`src/rtl/gpio_edge_pkg.sv`:
```
package gpio_edge_pkg;
  localparam int ADDR_W        = 8;
  localparam int BANK_SEL_BITS = 2;   // four addresses per group
  localparam int GRP_COUNT     = 9;

  typedef enum logic [3:0] {
    GRP_MON  = 4'd0,
    GRP_DIR  = 4'd1,
    GRP_SET  = 4'd2,
    GRP_CLR  = 4'd3,
    GRP_RISE = 4'd4,
    GRP_FALL = 4'd5,
    GRP_IEN  = 4'd6,
    GRP_EDGE = 4'd7,
    GRP_STAT = 4'd8,
    GRP_NONE = 4'd15
  } reg_grp_e;
endpackage

```
`src/rtl/gpio_addr_decode.sv`:
```
module gpio_addr_decode
  import gpio_edge_pkg::*;
#(
  parameter int NUM_BANKS = 3
) (
  input  logic [ADDR_W-1:0]    addr_i,
  output reg_grp_e             grp_o,
  output logic [NUM_BANKS-1:0] bank_sel_o
);
  localparam int IDX_W = ADDR_W - BANK_SEL_BITS;

  logic [IDX_W-1:0]         grp_idx;
  logic [BANK_SEL_BITS-1:0] bank_off;
  logic                     mapped;

  assign grp_idx  = addr_i[ADDR_W-1:BANK_SEL_BITS];
  assign bank_off = addr_i[BANK_SEL_BITS-1:0];
  assign mapped   = (int'(grp_idx) < GRP_COUNT) && (int'(bank_off) < NUM_BANKS);

  // most significant bank sits at the lowest offset of each group
  always_comb begin
    grp_o = mapped ? reg_grp_e'(grp_idx[3:0]) : GRP_NONE;
    for (int b = 0; b < NUM_BANKS; b++) begin
      bank_sel_o[b] = mapped && (int'(bank_off) == (NUM_BANKS - 1 - b));
    end
  end
endmodule

```
`src/rtl/gpio_pin_sync.sv`:
```
module gpio_pin_sync #(
  parameter int WIDTH = 24
) (
  input  logic             clk,
  input  logic             rst_n,
  input  logic [WIDTH-1:0] pin_i,
  output logic [WIDTH-1:0] level_o,
  output logic [WIDTH-1:0] prev_o,
  output logic [WIDTH-1:0] rise_o,
  output logic [WIDTH-1:0] fall_o
);
  logic [WIDTH-1:0] meta_q;
  logic [WIDTH-1:0] level_q;
  logic [WIDTH-1:0] prev_q;

  always_ff @(posedge clk or negedge rst_n) begin
    if (!rst_n) begin
      meta_q  <= '0;
      level_q <= '0;
      prev_q  <= '0;
    end else begin
      meta_q  <= pin_i;
      level_q <= meta_q;
      prev_q  <= level_q;
    end
  end

  assign level_o = level_q;
  assign prev_o  = prev_q;
  assign rise_o  = level_q & ~prev_q;
  assign fall_o  = ~level_q & prev_q;
endmodule

```
`src/rtl/gpio_event_regs.sv`:
```
module gpio_event_regs #(
  parameter int NUM_BANKS = 3,
  parameter int BANK_W    = 8
) (
  input  logic                        clk,
  input  logic                        rst_n,
  input  logic [NUM_BANKS*BANK_W-1:0] rise_i,
  input  logic [NUM_BANKS*BANK_W-1:0] fall_i,
  input  logic [NUM_BANKS*BANK_W-1:0] rise_en_i,
  input  logic [NUM_BANKS*BANK_W-1:0] fall_en_i,
  input  logic [NUM_BANKS*BANK_W-1:0] irq_en_i,
  input  logic [NUM_BANKS*BANK_W-1:0] edge_clr_i,
  input  logic [NUM_BANKS*BANK_W-1:0] stat_clr_i,
  output logic [NUM_BANKS*BANK_W-1:0] hit_o,
  output logic [NUM_BANKS*BANK_W-1:0] edge_o,
  output logic [NUM_BANKS*BANK_W-1:0] stat_o
);
  for (genvar b = 0; b < NUM_BANKS; b++) begin : g_bank
    localparam int LO = b * BANK_W;

    logic [BANK_W-1:0] hit;
    logic [BANK_W-1:0] edge_q, edge_d;
    logic [BANK_W-1:0] stat_q, stat_d;
    logic              edge_en, stat_en;

    always_comb begin
      hit     = (rise_i[LO +: BANK_W] & rise_en_i[LO +: BANK_W])
              | (fall_i[LO +: BANK_W] & fall_en_i[LO +: BANK_W]);
      // a fresh event outranks a clear in the same cycle
      edge_d  = (edge_q & ~edge_clr_i[LO +: BANK_W]) | hit;
      stat_d  = (stat_q & ~stat_clr_i[LO +: BANK_W]) | (hit & irq_en_i[LO +: BANK_W]);
      edge_en = (|hit) | (|edge_clr_i[LO +: BANK_W]);
      stat_en = (|hit) | (|stat_clr_i[LO +: BANK_W]);
    end

    always_ff @(posedge clk or negedge rst_n) begin
      if (!rst_n) begin
        edge_q <= '0;
        stat_q <= '0;
      end else begin
        if (edge_en) edge_q <= edge_d;
        if (stat_en) stat_q <= stat_d;
      end
    end

    assign hit_o[LO +: BANK_W]  = hit;
    assign edge_o[LO +: BANK_W] = edge_q;
    assign stat_o[LO +: BANK_W] = stat_q;
  end
endmodule

```
`src/rtl/gpio_edge_port.sv`:
```
module gpio_edge_port
  import gpio_edge_pkg::*;
#(
  parameter int NUM_BANKS = 3,
  parameter int BANK_W    = 8
) (
  input  logic                        clk,
  input  logic                        rst_n,
  input  logic [ADDR_W-1:0]           bus_addr,
  input  logic [BANK_W-1:0]           bus_wdata,
  input  logic                        bus_wr,
  input  logic                        bus_rd,
  output logic [BANK_W-1:0]           bus_rdata,
  input  logic [NUM_BANKS*BANK_W-1:0] pin_in,
  output logic [NUM_BANKS*BANK_W-1:0] pin_out,
  output logic [NUM_BANKS*BANK_W-1:0] pin_oe,
  output logic                        irq_n
);
  localparam int NPINS = NUM_BANKS * BANK_W;

  // reset: asserted asynchronously, released on a clock edge
  logic rst_meta_q, rst_s_n;
  always_ff @(posedge clk or negedge rst_n) begin
    if (!rst_n) begin
      rst_meta_q <= 1'b0;
      rst_s_n    <= 1'b0;
    end else begin
      rst_meta_q <= 1'b1;
      rst_s_n    <= rst_meta_q;
    end
  end

  reg_grp_e             grp;
  logic [NUM_BANKS-1:0] bank_sel;

  gpio_addr_decode #(.NUM_BANKS(NUM_BANKS)) u_dec (
    .addr_i     (bus_addr),
    .grp_o      (grp),
    .bank_sel_o (bank_sel)
  );

  logic [NPINS-1:0] pin_sync, pin_prev, rise_ev, fall_ev;

  gpio_pin_sync #(.WIDTH(NPINS)) u_sync (
    .clk     (clk),
    .rst_n   (rst_s_n),
    .pin_i   (pin_in),
    .level_o (pin_sync),
    .prev_o  (pin_prev),
    .rise_o  (rise_ev),
    .fall_o  (fall_ev)
  );

  logic [NPINS-1:0] dir_q, dir_d;
  logic [NPINS-1:0] out_q, out_d;
  logic [NPINS-1:0] re_q, re_d;
  logic [NPINS-1:0] fe_q, fe_d;
  logic [NPINS-1:0] ie_q, ie_d;
  logic [NPINS-1:0] edge_clr, stat_clr;
  logic [NPINS-1:0] edge_q, stat_q, edge_hit;

  always_comb begin
    dir_d    = dir_q;
    out_d    = out_q;
    re_d     = re_q;
    fe_d     = fe_q;
    ie_d     = ie_q;
    edge_clr = '0;
    stat_clr = '0;
    for (int b = 0; b < NUM_BANKS; b++) begin
      if (bus_wr && bank_sel[b]) begin
        unique case (grp)
          GRP_DIR:  dir_d[b*BANK_W +: BANK_W]    = bus_wdata;
          GRP_SET:  out_d[b*BANK_W +: BANK_W]    = out_q[b*BANK_W +: BANK_W] | bus_wdata;
          GRP_CLR:  out_d[b*BANK_W +: BANK_W]    = out_q[b*BANK_W +: BANK_W] & ~bus_wdata;
          GRP_RISE: re_d[b*BANK_W +: BANK_W]     = bus_wdata;
          GRP_FALL: fe_d[b*BANK_W +: BANK_W]     = bus_wdata;
          GRP_IEN:  ie_d[b*BANK_W +: BANK_W]     = bus_wdata;
          GRP_EDGE: edge_clr[b*BANK_W +: BANK_W] = bus_wdata;
          GRP_STAT: stat_clr[b*BANK_W +: BANK_W] = bus_wdata;
          default:  ;
        endcase
      end
    end
  end

  logic cfg_en;
  assign cfg_en = bus_wr && (|bank_sel);

  always_ff @(posedge clk or negedge rst_s_n) begin
    if (!rst_s_n) begin
      dir_q <= '0;
      out_q <= '0;
      re_q  <= '0;
      fe_q  <= '0;
      ie_q  <= '0;
    end else if (cfg_en) begin
      dir_q <= dir_d;
      out_q <= out_d;
      re_q  <= re_d;
      fe_q  <= fe_d;
      ie_q  <= ie_d;
    end
  end

  gpio_event_regs #(.NUM_BANKS(NUM_BANKS), .BANK_W(BANK_W)) u_evt (
    .clk        (clk),
    .rst_n      (rst_s_n),
    .rise_i     (rise_ev),
    .fall_i     (fall_ev),
    .rise_en_i  (re_q),
    .fall_en_i  (fe_q),
    .irq_en_i   (ie_q),
    .edge_clr_i (edge_clr),
    .stat_clr_i (stat_clr),
    .hit_o      (edge_hit),
    .edge_o     (edge_q),
    .stat_o     (stat_q)
  );

  logic [BANK_W-1:0] rdata_d, rdata_q;

  always_comb begin
    rdata_d = '0;
    for (int b = 0; b < NUM_BANKS; b++) begin
      if (bank_sel[b]) begin
        unique case (grp)
          GRP_MON:  rdata_d = pin_sync[b*BANK_W +: BANK_W];
          GRP_DIR:  rdata_d = dir_q[b*BANK_W +: BANK_W];
          GRP_RISE: rdata_d = re_q[b*BANK_W +: BANK_W];
          GRP_FALL: rdata_d = fe_q[b*BANK_W +: BANK_W];
          GRP_IEN:  rdata_d = ie_q[b*BANK_W +: BANK_W];
          GRP_EDGE: rdata_d = edge_q[b*BANK_W +: BANK_W];
          GRP_STAT: rdata_d = stat_q[b*BANK_W +: BANK_W];
          default:  rdata_d = '0;
        endcase
      end
    end
  end

  always_ff @(posedge clk or negedge rst_s_n) begin
    if (!rst_s_n) rdata_q <= '0;
    else if (bus_rd) rdata_q <= rdata_d;
  end

  assign bus_rdata = rdata_q;
  assign pin_out   = out_q;
  assign pin_oe    = dir_q;
  assign irq_n     = ~(|stat_q);
endmodule

```
`config.mk`:
```
export PLATFORM = sky130hd
export DESIGN_NAME = gpio_edge_port
export DESIGN_NICKNAME = d
export VERILOG_FILES = /design/src/rtl/gpio_edge_pkg.sv /design/src/rtl/gpio_addr_decode.sv /design/src/rtl/gpio_pin_sync.sv /design/src/rtl/gpio_event_regs.sv /design/src/rtl/gpio_edge_port.sv
export SDC_FILE = /design/constraint.sdc
export NUM_CORES = 1
export LEC_CHECK = 0
export BUFFER_PORTS_ARGS = -buffer_cell sky130_fd_sc_hd__buf_2
export CAP_MARGIN = 20
export CORE_ASPECT_RATIO = 0.5
export CORE_MARGIN = 2
export CORE_UTILIZATION = 64
export CTS_CLUSTER_DIAMETER = 30
export DETAILED_ROUTE_END_ITERATION = 16
export GPL_TIMING_DRIVEN = 0
export PLACE_DENSITY = 0.88
export SLEW_MARGIN = 25
export SYNTH_ARGS = -nofsm -noshare
export SYNTH_HDL_FRONTEND = slang
export SYNTH_SLANG_ARGS = --single-unit
```
`constraint.sdc`:
```
create_clock -name clk -period 20.2 [get_ports clk]
set_clock_uncertainty 0.1 [all_clocks]
set_input_delay 0 -clock clk [delete_from_list [all_inputs] [get_ports clk]]
set_output_delay 0 -clock clk [all_outputs]
set_load 0.005 [all_outputs]
```
Yosys cells after proc, flatten, opt, wreduce, memory -nomap -nowiden
Cells that the tools add are included.

storage, ports and cells
  input bits = 44
  output and inout bits = 57
  logic and storage cells = 142
  register bits = 250

operators by class
  order comparisons = 2
  reductions and logical operators = 37
  bitwise logic cells = 48
  equal/unequal tests = 10
  muxes and demuxes = 18

operators with widths
  operator                                                                      count
  8-bit one-hot mux with 7 select lines                                         3
  8-bit AND                                                                     18
  8-bit bitwise OR                                                              12
  8-bit 2-to-1 mux                                                              11
  8-bit OR reduction                                                            9
  8-bit NOT                                                                     7
  24-bit AND                                                                    2
  24-bit NOT                                                                    2
  8-bit one-hot mux with 2 select lines                                         3
  3-bit AND reduction                                                           15
  24-bit OR reduction                                                           1
  4-bit by 3-bit equality test with 1-bit output, second input constant         4
  4-bit by 2-bit equality test with 1-bit output, second input constant         2
  1-bit logical AND                                                             8
  6-bit by 4-bit less-than comparator with 1-bit output, second input constant  1
  1-bit bitwise OR                                                              6
  2-bit equality test, second input constant                                    2
  4-bit by 1-bit equality test with 1-bit output, second input constant         1
  4-bit equality test, second input constant                                    1
  4-bit zero test                                                               1
  4-bit 2-to-1 mux                                                              1
  3-bit OR reduction                                                            1
  2-bit zero test                                                               1
  2-bit less-than comparator, second input constant                             1
  2 further kinds                                                               2

Logic depth before layout (Yosys ltp)
  depth after elaboration = 9
  gate-level depth with buffers = 9
  depth with buffers taken out = 6

Modules after synthesis
A second synthesis with hierarchy kept.

second synthesis, totals
  cell total of the unflattened synthesis = 1021
  area, all modules = 11771.3 um^2

modules (own cells, without submodules)
  module            cells an instance  area an instance (um^2)  instances
  gpio_edge_port    676                7350.8                   1
  gpio_pin_sync     120                2222.1                   1
  gpio_event_regs   216                2132.0                   1
  gpio_addr_decode  9                  66.3                     1

Worst setup path after synthesis
No wires, ideal clock.

  path kind = input -> register
  start = input port bus_addr[4]
  end = register fe_q[0]
  setup time = 125 ps
  stages on the path = 6
  data arrival time = 1499 ps
  buffers on the path = 1
  required time = 19975 ps
  path slack = 18477 ps
  path through = buf_4 > inv_1 > nor2_2 > nand2_2 > nor3_2 > mux2_2

on the way
  cells in the longest elaborated chain, start to end = 6
  elaborated cells on any way between the ends = 11

ends and longest elaborated chain
  what                                                                                                           RTL line               text
  start: declaration                                                                                             gpio_edge_port.sv:9    input logic [ADDR_W-1:0] bus_addr,
  parallel branches: the longest is 5 deep, another holds 6-bit by 4-bit less-than comparator with 1-bit output  -
  3-bit AND reduction (no source line) *                                                                         -
  end signal: assignment                                                                                         gpio_edge_port.sv:95   fe_q <= '0;
  end signal: assignment                                                                                         gpio_edge_port.sv:101  fe_q <= fe_d;
  end: declaration                                                                                               gpio_edge_port.sv:57   logic [NPINS-1:0] fe_q, fe_d;

Mark *: on every way between the ends.
A chain may end at the register's enable or synchronous reset.

Worst setup path after layout
  start = input port bus_addr[4]
  end = register fe_q[2]

The elaborated chain is that of the path after synthesis.

==> results by group <==
Logic synthesis
  – Syn Std Cell Area: roughly 11,000 sq um
  – Most frequent cell after synthesis: dfrtp_1
  – Share of flip-flops with an asynchronous set or reset: 1.000
  – Synth top area share: 0.5817
  – Synth unique cells: 47
  – Sequential share of the synthesized area: 0.5817
  – Largest area contributor in the netlist: dfrtp_1
  – Mean Syn Cell Area: 12.18 sq um
  – Synth Register Bits: 250
  – Post-synthesis cell count: ~880
  – Synthesis Warnings: 0
  – Top_reg_cell synth: dfrtp_1
  – Post-synth top cells: 250 x dfrtp_1, 117 x mux2_2, 71 x nand2_1, 55 x a21oi_1, 50 x o21ai_0
  – Synth top area cells: dfrtp_1 58%, mux2_2 12%, a22o_1 3.3%, a21oi_1 2.6%, nand2_1 2.5%
  – EDFF count, synth: 0
  – Synthesized net count: 927

Floorplanning
  – Std-Cell Core Area: 16,390 sq um
  – Die Span Y: approximately 96 um
  – Rows: 33
  – Starting Density: 0.6561
  – Die width: 187.3 um
  – Die ar.: 17,920 sq um
  – Ports: ~100

Detailed routing
  – DR vias: 8,711
  – Routed Antenna Nets: 0
  – Routed wire per std cell: 25.10 um
  – DRC: 0
  – Drt total wl: 32,880 um
  – Drt pass-1 iters: 6
  – Initial DRC count: between 1,000 and 1,500
  – Drt via density: around 6.6

STA
  – Peak Freq: around 380 MHz
  – Max Transition Viols Final: 0
  – Fin Setup TNS: 0 ns
  – Finish-stage setup viols: 0
  – Ratio of final minimum period to clock period: 0.1307
  – Slew headroom: 0.2905
  – Transition time of the tightest slew-check pin: about 1.1 ns
  – Final hold viol count: 0
  – RSZ-0062 raised after global routing: no
  – Min Tclk post-route: 2.641 ns

Cells and area
  – Nets: approximately 1,100
  – Core Util, Final: 0.7983
  – Synth-to-Final Area Change: 21.69%
  – Fill count: roughly 940
  – Layout cells sized above 1: 0.2951

Setup path
  – Worst-path cell chain: dlygate4sd3_1 -> buf_4 -> inv_1 -> nor2_2 -> nand2_2 -> nor3_2 -> mux2_2
  – CP arrival: 2.96 ns
  – Max stage delay on crit path: 0.89 ns
  – Buf+Inv Stages, Crit Path: 3
  – WP data required: 20.52 ns
  – Max FO, Critical Path: 10
  – Worst setup EP type: register
  – Critical path type: in2reg
  – Critical Path Source Type: input port
  – Cell family with most CP delay: simple AND/OR/NAND/NOR gates
  – CP max stage cell: nor3_2

Outcome
  – Status: finished, final reports clean

Place
  – Gpl congestion: 1.029
  – Port buffer count: 97
  – Detailed Place HPWL: 21,820 um

Worst hold path
  – HP Class: in2reg

Clock tree
  – Post-CTS Hold Buffers: 47
  – CTS Buffer Depth: 3
  – Clk slew on worst S/H paths: around 0.06 ns
  – Number of CTS-inserted buffers: 28
  – Root Driver: clkbuf_16
  – CTS Sinks: 250
  – Clock latency on the worst-skew pair: 0.54 ns
  – Setup bufs post-CTS: 0
  – CTS tree: done
  – H-tree lvl count: 1
  – # resized after CTS: 0

Run
  – Number of max-cap violations: 0

Power and ir drop
  – Leak: 6.128 nW
  – Peak VDD IR: 71.59 uV
  – Power per cell area: 85.57 nW/um^2

Global routing
  – Initial antenna violation count: 2
  – First-pass GRT wire length: 49,620 um
  – Vias in the first global route: 8,563
  – Remaining Overflow, GRT: 0
  – Global Route Usage Sum: 0.3750
  – Pin count of the biggest net entering global routing: 57
where the power goes:
part           switching (mW)  internal (mW)  leakage (nW)  total [mW]
logic                  0.0451         0.0259          2.34      0.0710
registers              0.0105          0.515          3.31       0.526
clock network           0.212          0.310         0.475       0.523
total                   0.268          0.852          6.13        1.12
routing by layer:
metal	GRT usage	part of all wire	up-vias
met1	0.4967	0.38	4331
met4	0.1323	0.033	2
met5	0	0.00040	-
li1	-	-	3617
met3	0.1314	0.14	108
met2	0.5840	0.44	653
cell families (layout without fill, tap and decap cells):
family | after synthesis | in the layout | share of synthesized area
AOI/OAI and AO/OA | 236 | 236 | 0.1447
buffers and inverters | 70 | 268 | 0.02827
DFF | 250 | 250 | 0.5817
muxes | 136 | 136 | 0.1405
other | 1 | 3 | 0.0003487
and+or+nand+nor | 190 | 190 | 0.1044
worst paths after layout:
path | cells past startpoint | endpoint | slack, ns | start
max in group asynchronous | 2 | u_sync.level_o[20] | 18.95 | rst_s_n
min in group asynchronous | 0 | u_sync.meta_q[9] | 0.16 | rst_s_n
setup / recovery | 7 | fe_q[2] | 17.56 | bus_addr[4]
hold / removal | 2 | u_sync.meta_q[20] | 0.003 | pin_in[20]
setup reg to reg | 5 | bus_rdata[1] | 18.39 | u_evt.g_bank[1].stat_q[1]
hold reg to reg | 0 | u_sync.meta_q[9] | 0.16 | rst_s_n
flip-flops by register name (all words and copies together), names as in the netlist, named ones only:
signal / flops
fe_q: 24
ie_q: 24
pin_oe: 24
re_q: 24
u_evt.g_bank.edge_q: 24
u_evt.g_bank.stat_q: 24
u_sync.level_o: 24
u_sync.meta_q: 24
u_sync.prev_o: 24
bus_rdata: 8
rst_meta_q: 1
rst_s_n: 1
per-stage QoR:
stage | cells | worst slack, ns | area [sq um] | hold WS [ns] | total power, mW
detailed placement | 1212 | 17.66 | 11650 | -0.3119 | 0.5958
CTS | 1308 | 17.67 | 13080 | 0.0004661 | 1.116
floorplan | 883 | 12.62 | 10750 | -0.3956 | 0.5661
global route | 1308 | 17.50 | 13080 | 0.01083 | 1.148
finish | 1310 | 17.56 | 13090 | 0.003290 | 1.120
global placement | 1207 | 10.31 | 11520 | -0.3151 | 0.5902
layout by cell type, fill, tap and decap left out, types with 16 or more instances in the layout:
cell type and count:
dfrtp_1 249, mux2_2 117, buf_2 112, nand2_1 71
a21oi_1 55, o21ai_0 50, dlygate4sd3_1 47, a22o_1 40
clkbuf_16 29, clkbuf_1 27, nand2b_1 26, a31oi_1 24
nor2_1 20, nand3b_1 18, inv_1 17, a22oi_1 16
mux2i_1 16
final cells by class:
type                       instances  area, sq um  share of cell area
sequential                       250         6260              0.4783
multi-input combinational        563         4194              0.3205
tap                              227        284.0             0.02170
timing repair buffer             149         1079             0.08242
clock inverter                    14        152.6             0.01166
antenna                            2        5.005           0.0003824
inverter                          17        63.81            0.004876
clock buffer                      35        808.3             0.06176
buffer                            53        240.2             0.01836
Power figures use the tool's default switching activity.
